## config.mk

```make
export PLATFORM = sky130hd
export DESIGN_NAME = gated_edge_counter
export DESIGN_NICKNAME = d
export VERILOG_FILES = /design/src/rtl/gec_pkg.sv /design/src/rtl/gec_sync_edge.sv /design/src/rtl/gec_interval_timer.sv /design/src/rtl/gec_edge_accum.sv /design/src/rtl/gated_edge_counter.sv
export SDC_FILE = /design/constraint.sdc
export NUM_CORES = 1
export LEC_CHECK = 0
export CORE_ASPECT_RATIO = 0.6
export CORE_UTILIZATION = 25
export CTS_CLUSTER_SIZE = 24
export DETAILED_ROUTE_END_ITERATION = 7
export GPL_ROUTABILITY_DRIVEN = 0
export SYNTH_ARGS = -nofsm -noshare
export SYNTH_HDL_FRONTEND = slang
export SYNTH_SLANG_ARGS = --single-unit
```

## constraint.sdc

```tcl
create_clock -name clk -period 3.46 [get_ports clk]
set_input_delay 1.038 -clock clk [delete_from_list [all_inputs] [get_ports clk]]
set_output_delay 1.038 -clock clk [all_outputs]
set_load 0.03 [all_outputs]
```

## src/rtl/gec_pkg.sv

```systemverilog
package gec_pkg;
  typedef enum logic [1:0] {
    GEC_OFF   = 2'd0,
    GEC_FREE  = 2'd1,
    GEC_GATED = 2'd2
  } gec_mode_e;
endpackage

```

## src/rtl/gec_sync_edge.sv

```systemverilog
module gec_sync_edge #(
  parameter int unsigned SYNC_STAGES = 2
) (
  input  logic clk,
  input  logic rst,
  input  logic sig_in,
  output logic rise_o
);
  localparam int unsigned CHAIN = SYNC_STAGES + 1;

  logic [CHAIN-1:0] chain_q;

  // First stage samples the pin; later stages retime it.
  always_ff @(posedge clk) begin
    if (rst) chain_q[0] <= 1'b0;
    else     chain_q[0] <= sig_in;
  end

  for (genvar g = 1; g < CHAIN; g++) begin : g_stage
    always_ff @(posedge clk) begin
      if (rst) chain_q[g] <= 1'b0;
      else     chain_q[g] <= chain_q[g-1];
    end
  end

  assign rise_o = chain_q[SYNC_STAGES-1] & ~chain_q[SYNC_STAGES];
endmodule

```

## src/rtl/gec_interval_timer.sv

```systemverilog
module gec_interval_timer
  import gec_pkg::*;
#(
  parameter int unsigned TMR_W = 32
) (
  input  logic             clk,
  input  logic             rst,
  input  logic             enable,
  input  logic [TMR_W-1:0] period_in,
  output gec_mode_e        mode_o,
  output logic             boundary_o,
  output logic             next_free_o
);
  localparam logic [TMR_W-1:0] ONE = TMR_W'(1);

  logic [TMR_W-1:0] len_q;
  logic [TMR_W-1:0] tick_q;

  always_comb begin
    if (!enable)         mode_o = GEC_OFF;
    else if (len_q == '0) mode_o = GEC_FREE;
    else                 mode_o = GEC_GATED;
  end

  assign boundary_o  = (mode_o == GEC_GATED) && (tick_q == len_q - ONE);
  assign next_free_o = (period_in == '0);

  // The gate length is only taken from period_in on a reload.
  always_ff @(posedge clk) begin
    if (rst) begin
      len_q  <= '0;
      tick_q <= '0;
    end else if (mode_o != GEC_GATED || boundary_o) begin
      len_q  <= period_in;
      tick_q <= '0;
    end else begin
      tick_q <= tick_q + ONE;
    end
  end
endmodule

```

## src/rtl/gec_edge_accum.sv

```systemverilog
module gec_edge_accum
  import gec_pkg::*;
#(
  parameter int unsigned CNT_W = 32
) (
  input  logic             clk,
  input  logic             rst,
  input  gec_mode_e        mode_i,
  input  logic             boundary_i,
  input  logic             next_free_i,
  input  logic             rise_i,
  input  logic             rd_ack,
  output logic [CNT_W-1:0] count_o,
  output logic [CNT_W-1:0] result_o,
  output logic             valid_o,
  output logic             overrun_o
);
  logic [CNT_W-1:0] inc;
  logic             store;

  assign inc   = {{(CNT_W-1){1'b0}}, rise_i};
  assign store = (mode_i == GEC_GATED) && boundary_i;

  always_ff @(posedge clk) begin
    if (rst) begin
      count_o <= '0;
    end else begin
      unique case (mode_i)
        GEC_OFF:   count_o <= '0;
        GEC_FREE:  count_o <= next_free_i ? count_o + inc : inc;
        GEC_GATED: count_o <= boundary_i ? inc : count_o + inc;
        default:   count_o <= '0;
      endcase
    end
  end

  always_ff @(posedge clk) begin
    if (rst) begin
      result_o  <= '0;
      valid_o   <= 1'b0;
      overrun_o <= 1'b0;
    end else if (store) begin
      result_o <= count_o;
      valid_o  <= 1'b1;
      if (valid_o && !rd_ack) overrun_o <= 1'b1;
    end else if (rd_ack) begin
      valid_o <= 1'b0;
    end
  end
endmodule

```

## src/rtl/gated_edge_counter.sv

```systemverilog
module gated_edge_counter
  import gec_pkg::*;
#(
  parameter int unsigned CNT_W       = 32,
  parameter int unsigned TMR_W       = 32,
  parameter int unsigned SYNC_STAGES = 2
) (
  input  logic             clk,
  input  logic             rst,
  input  logic             sig_in,
  input  logic             enable,
  input  logic [TMR_W-1:0] period_in,
  input  logic             rd_ack,
  output logic [CNT_W-1:0] result_o,
  output logic [CNT_W-1:0] live_count_o,
  output logic             valid_o,
  output logic             overrun_o
);
  logic      rise;
  logic      boundary;
  logic      next_free;
  gec_mode_e mode;

  gec_sync_edge #(.SYNC_STAGES(SYNC_STAGES)) u_sync (
    .clk    (clk),
    .rst    (rst),
    .sig_in (sig_in),
    .rise_o (rise)
  );

  gec_interval_timer #(.TMR_W(TMR_W)) u_timer (
    .clk         (clk),
    .rst         (rst),
    .enable      (enable),
    .period_in   (period_in),
    .mode_o      (mode),
    .boundary_o  (boundary),
    .next_free_o (next_free)
  );

  gec_edge_accum #(.CNT_W(CNT_W)) u_accum (
    .clk         (clk),
    .rst         (rst),
    .mode_i      (mode),
    .boundary_i  (boundary),
    .next_free_i (next_free),
    .rise_i      (rise),
    .rd_ack      (rd_ack),
    .count_o     (live_count_o),
    .result_o    (result_o),
    .valid_o     (valid_o),
    .overrun_o   (overrun_o)
  );
endmodule

```

==> impl_metrics.csv <==
group,metric,value,unit
worst_setup_path,critPathKind,"reg2reg",
detailed_routing,drtAntennaViolNets,0,
layout,multi_input_area,0.00378,mm²
synth,synth.distinct_cells,60,
synth,ys_seq_area_frac,0.392,
clocking,clock_latency,0.42,ns
global_route,grt_pass1_vias,5895,
worst_setup_path,path_max_fanout,10,
clocking,clk_path_buf_depth,2,
detailed_routing,via_per_inst,5.11,
detailed_routing,drt_first_pass_iters,5,
timing,post-route-period-util,0.955,
die,dieArea,0.0278,mm²
die,initial_core_util,0.256,
layout,fillerInstances,2738,
layout,area_delta_synth_final,33.6,%
worst_setup_path,crit_start,"u_timer.len_q[20]",
timing,whs,0.448,ns
timing,hold_violations,0,
synth,synth.most_common_cell,"dfxtp_1",
timing,slew_violations,0,
global_route,grt_max_degree,78,
layout,fin_nets,970,
worst_setup_path,worst-endpoint-required,3.76,ns
clocking,hold_buffers,0,
die,die_h,130,µm
detailed_routing,wire_per_inst,16.8,µm
timing,tightest_slew,0.588,ns
detailed_routing,drt-initial-drc-count,643,
global_route,grt.total_usage,0.156,
synth,ys_ff_latch,133,
die,ioPinCount,103,
layout,fin_area,0.00906,mm²
clocking,htreeDepth,4,
global_route,antenna_found_initial,0,
worst_setup_path,rr_startpoint,"u_timer.len_q[20]",
synth,synthCells,822,
clocking,root_buffer,"clkbuf_16",
detailed_routing,postRouteWirelength,21900,µm
synth,yosys.area.top_type,"dfxtp_1",
timing,timing.fmax,302,MHz
synth,synth_area,0.00679,mm²
run,timing.max_cap.violations,0,
timing,setup_viol,0,
synth,synth_common_cells,"dfxtp_1, nand3_1, a21oi_1",
power_and_ir_drop,p_total,3.98,mW
min_path,hold_path_class,"reg2reg",
clocking,clkSinkCount,133,
power_and_ir_drop,vdd_drop_max,0.277,mV
worst_setup_path,end_kind,"register",
status,outcome,"complete, no violations",
global_route,grt_pass1_wl,33900,µm
power_and_ir_drop,p_sw,0.973,mW
worst_setup_path,start_kind,"register",
detailed_routing,vias,6656,
layout,ff_latch_area,0.00266,mm²
timing,relSlewSlack,0.604,
timing,layout_min_cycle_time,3.31,ns
synth,synth_edf_count,0,
worst_setup_path,worstPathArrival,3.60,ns
placed_design,dp_hpwl,15600,µm
power_and_ir_drop,powerDensity,439,mW/mm²
synth,async_flop_share,0,
power_and_ir_drop,power.leakage,3.02,nW
layout,num_antenna_cells,0,
synth,synthesis.area_per_instance,8.26,µm²
detailed_routing,drc,0,
clocking,cts_buffers,17,
synth,synth-main-ff-cell,"dfxtp_1",
global_route,overflow,0,
clocking,cts_tree,"built",
synth,synth_area_leaders,"dfxtp_1, nand3_1, xnor2_1",
layout,drive_gt1_frac,0.101,
power_and_ir_drop,seq_power_share,0.399,
power_and_ir_drop,pwr-share-comb,0.103,
power_and_ir_drop,switching_share,0.245,
die,rows,46,
clocking,clk_pin_slew,0.07,ns
synth,syn-num-nets,863,
power_and_ir_drop,p_int,3.01,mW
placed_design,port_buffers,102,
power_and_ir_drop,power_frac_clock,0.498,
timing,skew,0.0138,ns
die,core-area,0.0265,mm²
die,die_width,215,µm
synth,synth_top_area_share,0.392,
synth,yosys_warnings,0,
placed_design,placed_cell_area,0.00835,mm²
min_path,min-delay-start,"u_sync.chain_q[0]",
[critical path, cell delays in order (launching register included)]
cell	delay (ns)
dfxtp_1	0.31
or4_1	0.55
or4_1	0.54
a2111oi_0	0.44
nor2_1	0.13
nor4_2	0.32
nand4_1	0.20
buf_4	0.20
buf_2	0.20
o21ai_0	0.20
a21oi_1	0.08
[cell type report]
type / count / share of cell area
well taps: 360 / 0.0497
clock inverters: 11 / 0.0192
inverters: 11 / 0.00455
clock buffers: 21 / 0.0519
flip-flops and latches: 133 / 0.294
repair buffers: 152 / 0.164
multi-input cells: 614 / 0.417
[layout by cell type, fill, tap and decap left out, types with 7 or more instances in the layout]
cell	count
buf_12	7
nand3_1	94
inv_1	11
nor3b_1	9
clkdlybuf4s50_1	101
xnor2_1	53
dfxtp_1	133
nor4_1	21
nor2_1	32
o21ai_0	63
nand4_1	21
nand2_1	26
buf_4	42
nor3_1	68
xor2_1	47
clkbuf_16	17
a21oi_1	70
and3_1	19
[what timing repair did]
action | in CTS | in global routing
buffers inserted | 0 | 6
endpoints found under the setup margin | 0 | 89
resized for setup | 0 | 8
[registers in the layout, summed over array words and instances (netlist names)]
signal	cells
u_accum.count_o	32
u_accum.result_o	32
u_timer.len_q	32
u_timer.tick_q	32
u_sync.chain_q	3
u_accum.overrun_o	1
u_accum.valid_o	1
[cells by family after synthesis]
kind of cell	synth area share
AOI/OAI and AO/OA	0.140
buffers and inverters	0.0535
and+or+nand+nor	0.274
muxes	0.00313
xor gates and xnor gates	0.129
DFF	0.392
adders and majority gates	0.00737
[power by group through the flow]
stage               registers (mW)  logic, mW  clock network (mW)
finish                        1.59      0.411                1.98
global route                  1.59      0.445                2.08
CTS                           1.59      0.397                2.01
detailed placement            1.62      0.394                   0
global placement              1.62      0.392                   0
floorplan                     1.61      0.244                   0
[metal layers]
layer  routed length, µm  track usage
met1               11600        0.246
met5                   0            0
met2                8510        0.203
met4                 286       0.0412
met3                1550       0.0338
[worst paths after layout]
path	endpoint	slack (ns)	cells after the start
worst max-delay path	u_accum.result_o[23]	0.15	10
worst min-delay path	u_sync.chain_q[1]	0.45	1
worst max register to register	u_accum.result_o[23]	0.15	10
worst min register to register	u_sync.chain_q[1]	0.45	1
[per-stage QoR]
step | setup WS, ns | TNS, ns | utilization | std cells
2_1_floorplan | 0.250 | 0 | - | 822
3_3_place_gp | 0.0600 | 0 | 0.315 | 1263
3_5_place_dp | 0.0638 | 0 | 0.315 | 1263
4_1_cts | 0.0435 | 0 | 0.339 | 1295
5_1_grt | -0.00944 | -0.0240 | 0.342 | 1302
6_report | 0.154 | 0 | 0.342 | 1302
(Power assumes the default switching activity.)
